--- src/rtl/lcd_ser_pkg.sv ---
package lcd_ser_pkg;

  localparam int PIX_W = 24;
  localparam int BUS_W = 18;
  localparam int FMT_W = 3;
  localparam int IDX_W = 2;

  typedef enum logic [FMT_W-1:0] {
    FMT_B8_565  = 3'b000,
    FMT_B8_888  = 3'b001,
    FMT_B9_888  = 3'b011,
    FMT_B16_888 = 3'b101,
    FMT_B16_565 = 3'b110,
    FMT_B18_888 = 3'b111
  } fmt_e;

  function automatic logic fmt_known(input logic [FMT_W-1:0] f);
    return (f != 3'b010) && (f != 3'b100);
  endfunction

  function automatic logic fmt_is_byte(input logic [FMT_W-1:0] f);
    return (f == FMT_B8_565) || (f == FMT_B8_888);
  endfunction

  function automatic logic [IDX_W-1:0] beat_count(input logic [FMT_W-1:0] f);
    case (f)
      FMT_B8_888:               return 2'd3;
      FMT_B16_565, FMT_B16_888: return 2'd1;
      default:                  return 2'd2;
    endcase
  endfunction

  // Beat word k of a pixel in format f.
  function automatic logic [BUS_W-1:0] beat_word(input logic [FMT_W-1:0] f,
                                                 input logic [PIX_W-1:0] p,
                                                 input logic [IDX_W-1:0] k);
    logic [7:0] r8, g8, b8;
    logic [5:0] r6, g6, b6;
    logic [BUS_W-1:0] w;
    r8 = p[23:16];
    g8 = p[15:8];
    b8 = p[7:0];
    r6 = r8[7:2];
    g6 = g8[7:2];
    b6 = b8[7:2];
    w  = '0;
    case (f)
      FMT_B8_565:  w[7:0]  = (k == 2'd0) ? p[7:0] : p[15:8];
      FMT_B16_565: w[15:0] = p[15:0];
      FMT_B8_888:  w[7:0]  = (k == 2'd0) ? r8 : ((k == 2'd1) ? g8 : b8);
      FMT_B9_888:  w[8:0]  = (k == 2'd0) ? {g6[2:0], r6} : {b6, g6[5:3]};
      FMT_B16_888: w[15:0] = {r8[7:3], g6, b8[7:3]};
      FMT_B18_888: w[15:0] = (k == 2'd0) ? {b6[3:0], g6, r6} : {14'd0, b6[5:4]};
      default:     w       = '0;
    endcase
    return w;
  endfunction

endpackage

--- src/rtl/lcd_ser_cfg_check.sv ---
module lcd_ser_cfg_check
  import lcd_ser_pkg::*;
(
  input  logic [FMT_W-1:0] fmt,
  input  logic             byte_mode,
  output logic             cfg_ok
);
  always_comb begin
    cfg_ok = fmt_known(fmt) && (fmt_is_byte(fmt) == byte_mode);
  end
endmodule

--- src/rtl/lcd_ser_beat_seq.sv ---
module lcd_ser_beat_seq
  import lcd_ser_pkg::*;
#(
  parameter logic RS_DATA_LEVEL = 1'b1
) (
  input  logic             clk,
  input  logic             rst_n,
  input  logic             load,
  input  logic [FMT_W-1:0] load_fmt,
  input  logic [PIX_W-1:0] load_pix,
  input  logic             bus_ack,
  output logic             busy,
  output logic             last,
  output logic [BUS_W-1:0] bus_data,
  output logic             bus_wr,
  output logic             bus_rs
);
  logic [FMT_W-1:0] fmt_q;
  logic [PIX_W-1:0] pix_q;
  logic [IDX_W-1:0] idx_q;
  logic             busy_q;

  always_ff @(posedge clk or negedge rst_n) begin
    if (!rst_n) begin
      fmt_q  <= '0;
      pix_q  <= '0;
      idx_q  <= '0;
      busy_q <= 1'b0;
    end else if (load) begin
      fmt_q  <= load_fmt;
      pix_q  <= load_pix;
      idx_q  <= '0;
      busy_q <= 1'b1;
    end else if (busy_q && bus_ack) begin
      if (last) busy_q <= 1'b0;
      else      idx_q  <= idx_q + 1'b1;
    end
  end

  always_comb begin
    busy     = busy_q;
    last     = busy_q && (idx_q == beat_count(fmt_q) - 1'b1);
    bus_wr   = busy_q;
    bus_rs   = busy_q ? RS_DATA_LEVEL : ~RS_DATA_LEVEL;
    bus_data = busy_q ? beat_word(fmt_q, pix_q, idx_q) : '0;
  end
endmodule

--- src/rtl/lcd_ser_sync_pol.sv ---
module lcd_ser_sync_pol #(
  parameter int LANES = 2
) (
  input  logic             clk,
  input  logic             rst_n,
  input  logic [LANES-1:0] sig_in,
  input  logic [LANES-1:0] act_lo,
  output logic [LANES-1:0] sig_out
);
  for (genvar i = 0; i < LANES; i++) begin : g_lane
    always_ff @(posedge clk or negedge rst_n) begin
      if (!rst_n) sig_out[i] <= 1'b0;
      else        sig_out[i] <= sig_in[i] ^ act_lo[i];
    end
  end
endmodule

--- src/rtl/lcd_pix_serializer.sv ---
module lcd_pix_serializer
  import lcd_ser_pkg::*;
(
  input  logic             clk,
  input  logic             rst_n,
  input  logic [2:0]       fmt_sel,
  input  logic             byte_mode,
  input  logic             pix_valid,
  input  logic [23:0]      pix_data,
  output logic             pix_ready,
  input  logic             bus_ack,
  output logic [17:0]      bus_data,
  output logic             bus_wr,
  output logic             bus_rs,
  input  logic             de_in,
  input  logic             vs_in,
  input  logic             de_act_lo,
  input  logic             vs_act_lo,
  output logic             de_out,
  output logic             vs_out,
  output logic             cfg_err
);
  logic cfg_ok;
  logic seq_busy, seq_last;
  logic accept, accept_ok, accept_bad;
  logic err_q;

  lcd_ser_cfg_check u_cfg (
    .fmt       (fmt_sel),
    .byte_mode (byte_mode),
    .cfg_ok    (cfg_ok)
  );

  always_comb begin
    pix_ready  = err_q || !seq_busy || (seq_last && bus_ack);
    accept     = pix_valid && pix_ready;
    accept_ok  = accept && cfg_ok && !err_q;
    accept_bad = accept && !cfg_ok;
  end

  always_ff @(posedge clk or negedge rst_n) begin
    if (!rst_n)          err_q <= 1'b0;
    else if (accept_bad) err_q <= 1'b1;
  end

  lcd_ser_beat_seq #(.RS_DATA_LEVEL(1'b1)) u_seq (
    .clk      (clk),
    .rst_n    (rst_n),
    .load     (accept_ok),
    .load_fmt (fmt_sel),
    .load_pix (pix_data),
    .bus_ack  (bus_ack),
    .busy     (seq_busy),
    .last     (seq_last),
    .bus_data (bus_data),
    .bus_wr   (bus_wr),
    .bus_rs   (bus_rs)
  );

  logic [1:0] sync_o;
  lcd_ser_sync_pol #(.LANES(2)) u_pol (
    .clk     (clk),
    .rst_n   (rst_n),
    .sig_in  ({vs_in, de_in}),
    .act_lo  ({vs_act_lo, de_act_lo}),
    .sig_out (sync_o)
  );

  always_comb begin
    de_out  = sync_o[0];
    vs_out  = sync_o[1];
    cfg_err = err_q;
  end
endmodule

--- config.mk ---
export PLATFORM = sky130hd
export DESIGN_NAME = lcd_pix_serializer
export DESIGN_NICKNAME = d
export VERILOG_FILES = /design/src/rtl/lcd_ser_pkg.sv /design/src/rtl/lcd_ser_cfg_check.sv /design/src/rtl/lcd_ser_beat_seq.sv /design/src/rtl/lcd_ser_sync_pol.sv /design/src/rtl/lcd_pix_serializer.sv
export SDC_FILE = /design/constraint.sdc
export NUM_CORES = 1
export LEC_CHECK = 0
export ABC_AREA = 1
export CORE_ASPECT_RATIO = 0.6
export CORE_MARGIN = 3
export CORE_UTILIZATION = 45
export DETAILED_ROUTE_END_ITERATION = 16
export PLACE_DENSITY = 0.77
export SYNTH_ARGS = -nofsm -noshare
export SYNTH_HDL_FRONTEND = slang
export SYNTH_SLANG_ARGS = --single-unit
--- constraint.sdc ---
create_clock -name clk -period 2.2 [get_ports clk]
set_input_delay 0.44 -clock clk [delete_from_list [all_inputs] [get_ports clk]]
set_output_delay 0.44 -clock clk [all_outputs]
set_load 0.05 [all_outputs]
==> results.cfg <==
[status]
outcome = finished with violations
violations = setup timing

[floorplan]
coreArea_um2 = 5155
initial_utilization_pct = 47.57
fp.dieH_um = 63.18
io_pins = 60
die_area_um2 = 6400
rows = 20
die_x_um = 101.3

[pwr]
switchingPower_w = 0.002315
p_int_w = 0.002321
p_comb_share_pct = 64.8
ir_drop_v = 0.0005719
p_sw_share_pct = 49.94
leakage_nw = 1.807
seqPwrFrac_pct = 24.9
power_w = 0.004637
clkPwrFrac_pct = 10.3
power_density_nw_per_um2 = 1221

[clocking]
path_clk_slew_ns = 0.07
cts_tree = built
htree_levels = 2
holdBufCountCts = 0
cts_max_path_buffers = 2
clk_latency_ns = 0.29
cts_sinks = 33
cts_root_buf = clkbuf_8
cts_made_buffers = 5

[min_path]
hold_path.class = flop to flop
hold_start = u_seq.pix_q[15]$_DFFE_PN0P_
min_delay_path_depth = 2
holdPathEnd = u_seq.pix_q[15]$_DFFE_PN0P_

[layout]
postLayoutCellArea_um2 = 3796
layout_common_cells = 106 x nand2_1, 38 x clkdlybuf4s50_1, 36 x inv_1
area_delta_synth_final_pct = 54.80
fill_cells = 364
diodes = 0
drive_gt1_share_pct = 28.06
finalNetCount = 487
final_common_cell = nand2_1
utilization_pct = 73.64

[critical_path]
cp-startpoint = u_seq.idx_q[1]$_DFFE_PN0P_
critPathMaxFanout = 10
r2r_slack_ns = 0.42
required_ns = 1.76
reg2reg_from = u_seq.fmt_q[1]$_DFFE_PN0P_
timing.rr.end = u_seq.pix_q[2]$_DFFE_PN0P_
worstSetupPathType = flop to output port
arrival_ns = 1.98
reg2reg_depth = 12
endpoint_kind = output port
startpoint_type = flop

[global_route]
grt_pass1_vias = 2520
grt_use_total_pct = 25.08
grt_pass1_wl_um = 12630
grt_antenna_before_repair = 0
grt_start_max_net_pins = 34
grt-ovfl-total = 0

[sta]
period_share_pct = 110.1
max_freq_mhz = 412.8
report.final.slew_viol_count = 0
hold_viol_final = 0
tightest_slew_ns = 0.5143
setup_ws_ns = -0.2226
relSlewSlack_pct = 65.60
whs_ns = 0.4800
finalSetupTns_ns = -1.348
fin_crit_ns = 2.423
setup_violations = 10
grt_setup_unrepaired = true
fin_worst_skew_ns = 0.006272

[route]
drt-initial-drc-count = 525
drtAntennaViolNets = 0
routed_wl_um = 8363
firstDrtPassIters = 6
wl_per_cell_um = 16.24
post_drt_via_cell_ratio = 5.660
drc_errors = 0
via_count = 2915

[logic_synthesis]
netlist_area_um2 = 2452
synthFlopType = dfrtp_1
synth-async-reset-ratio_pct = 100.0
synth-edff-count = 0
netlist_instances = 368
avgSynthCellArea_um2 = 6.664
yosys_register_bits = 33
synth.distinct_cells = 32
ys_warn_count = 0
yosysSeqAreaShare_pct = 33.67

[placed_design]
place_congestion = 1.015
portBuffers = 57
place_area_um2 = 3316
hpwl_um = 5901

[run]
drv_cap = 0
-- worst max path at each step --
| stage | depth (start not counted) | endpoint |
|---|---|---|
| after global routing | 13 | bus_data[1] |
| final | 10 | bus_data[6] |
| after floorplan | 8 | bus_data[6] |
| after detailed placement | 10 | bus_data[0] |
| after CTS | 10 | bus_data[0] |
| after global placement | 10 | bus_data[0] |
-- cell families after synthesis --
group                    synth area share (%)
AND/OR/NAND/NOR                         35.41
XOR/XNOR                               0.7144
flip-flops                              33.67
buffers and inverters                   14.54
AO/OA/AOI/OAI                           14.49
other                                  0.1529
adder cells (fa/ha/maj)                 1.020
-- power groups by stage --
stage	Combinational, W	Clock, W	Sequential (W)
4_1_cts	0.00239	0.000478	0.00112
6_report	0.00301	0.000476	0.00115
3_5_place_dp	0.00219	0	0.00112
3_3_place_gp	0.00218	0	0.00112
5_1_grt	0.00322	0.000501	0.00118
2_1_floorplan	0.00140	0	0.00108
-- critical path: stages (launching register included) --
cell and delay, ns:
dfrtp_1 0.39, inv_2 0.09, ha_4 0.18, clkinv_4 0.07
buf_8 0.15, nand2_4 0.07, o21ai_1 0.07, o22ai_1 0.15
a21oi_1 0.09, a31oi_2 0.26, buf_12 0.17
-- area by class of cell --
class                   instances  area, um^2  share of cell area, %
flip-flops and latches         33       828.3                  21.82
clock inverters                 1       7.507                 0.1978
repair buffers                 96        1096                  28.87
clock buffers                   6       82.58                  2.175
well taps                      66       82.58                  2.175
inverters                      50       195.2                  5.142
multi-input cells             263        1504                  39.62
-- synthesized netlist by cell type, types with 4 or more instances --
cell type / instances / share of area [%]
nand2_1: 109 / 17
inv_1: 47 / 7.2
dfrtp_1: 33 / 34
nand4_1: 29 / 7.4
o21ai_0: 26 / 5.3
nor2_1: 24 / 3.7
a21oi_1: 18 / 3.7
nand3_1: 18 / 3.7
o22ai_1: 9 / 2.3
buf_2: 8 / 1.6
buf_4: 6 / 1.8
nor3_1: 5 / 1.0
nand3_2: 4 / 1.6
o211ai_1: 4 / 1.2
-- timing repair --
item,in CTS,in global routing
pin swaps,7,24
setup endpoints to repair,14,17
resized for setup,33,55
buffers inserted,4,9
cloned,0,3
-- state kept, by name, indices dropped and copies added (netlist names) --
| signal | count |
|---|---|
| u_pol.sig_out | 2 |
| u_seq.fmt_q | 3 |
| u_seq.bus_wr | 1 |
| cfg_err | 1 |
| u_seq.idx_q | 2 |
| u_seq.pix_q | 24 |
-- layer usage --
| metal | part of all wire [%] | up-vias | global-route usage, % |
|---|---|---|---|
| li1 | - | 1382 | - |
| met1 | 43 | 1284 | 38.95 |
| met2 | 41 | 216 | 32.98 |
| met3 | 14 | 33 | 8.075 |
| met4 | 1.9 | 0 | 6.136 |
| met5 | 0 | - | 0 |
-- per-stage QoR --
stage / cells / worst slack [ns]
6_report: 515 / -0.2226
5_1_grt: 515 / -0.3071
4_1_cts: 505 / -0.2005
3_5_place_dp: 494 / -0.1059
3_3_place_gp: 494 / -0.03349
2_1_floorplan: 369 / -0.1100
Note: power is estimated with default switching activity, not from simulation.
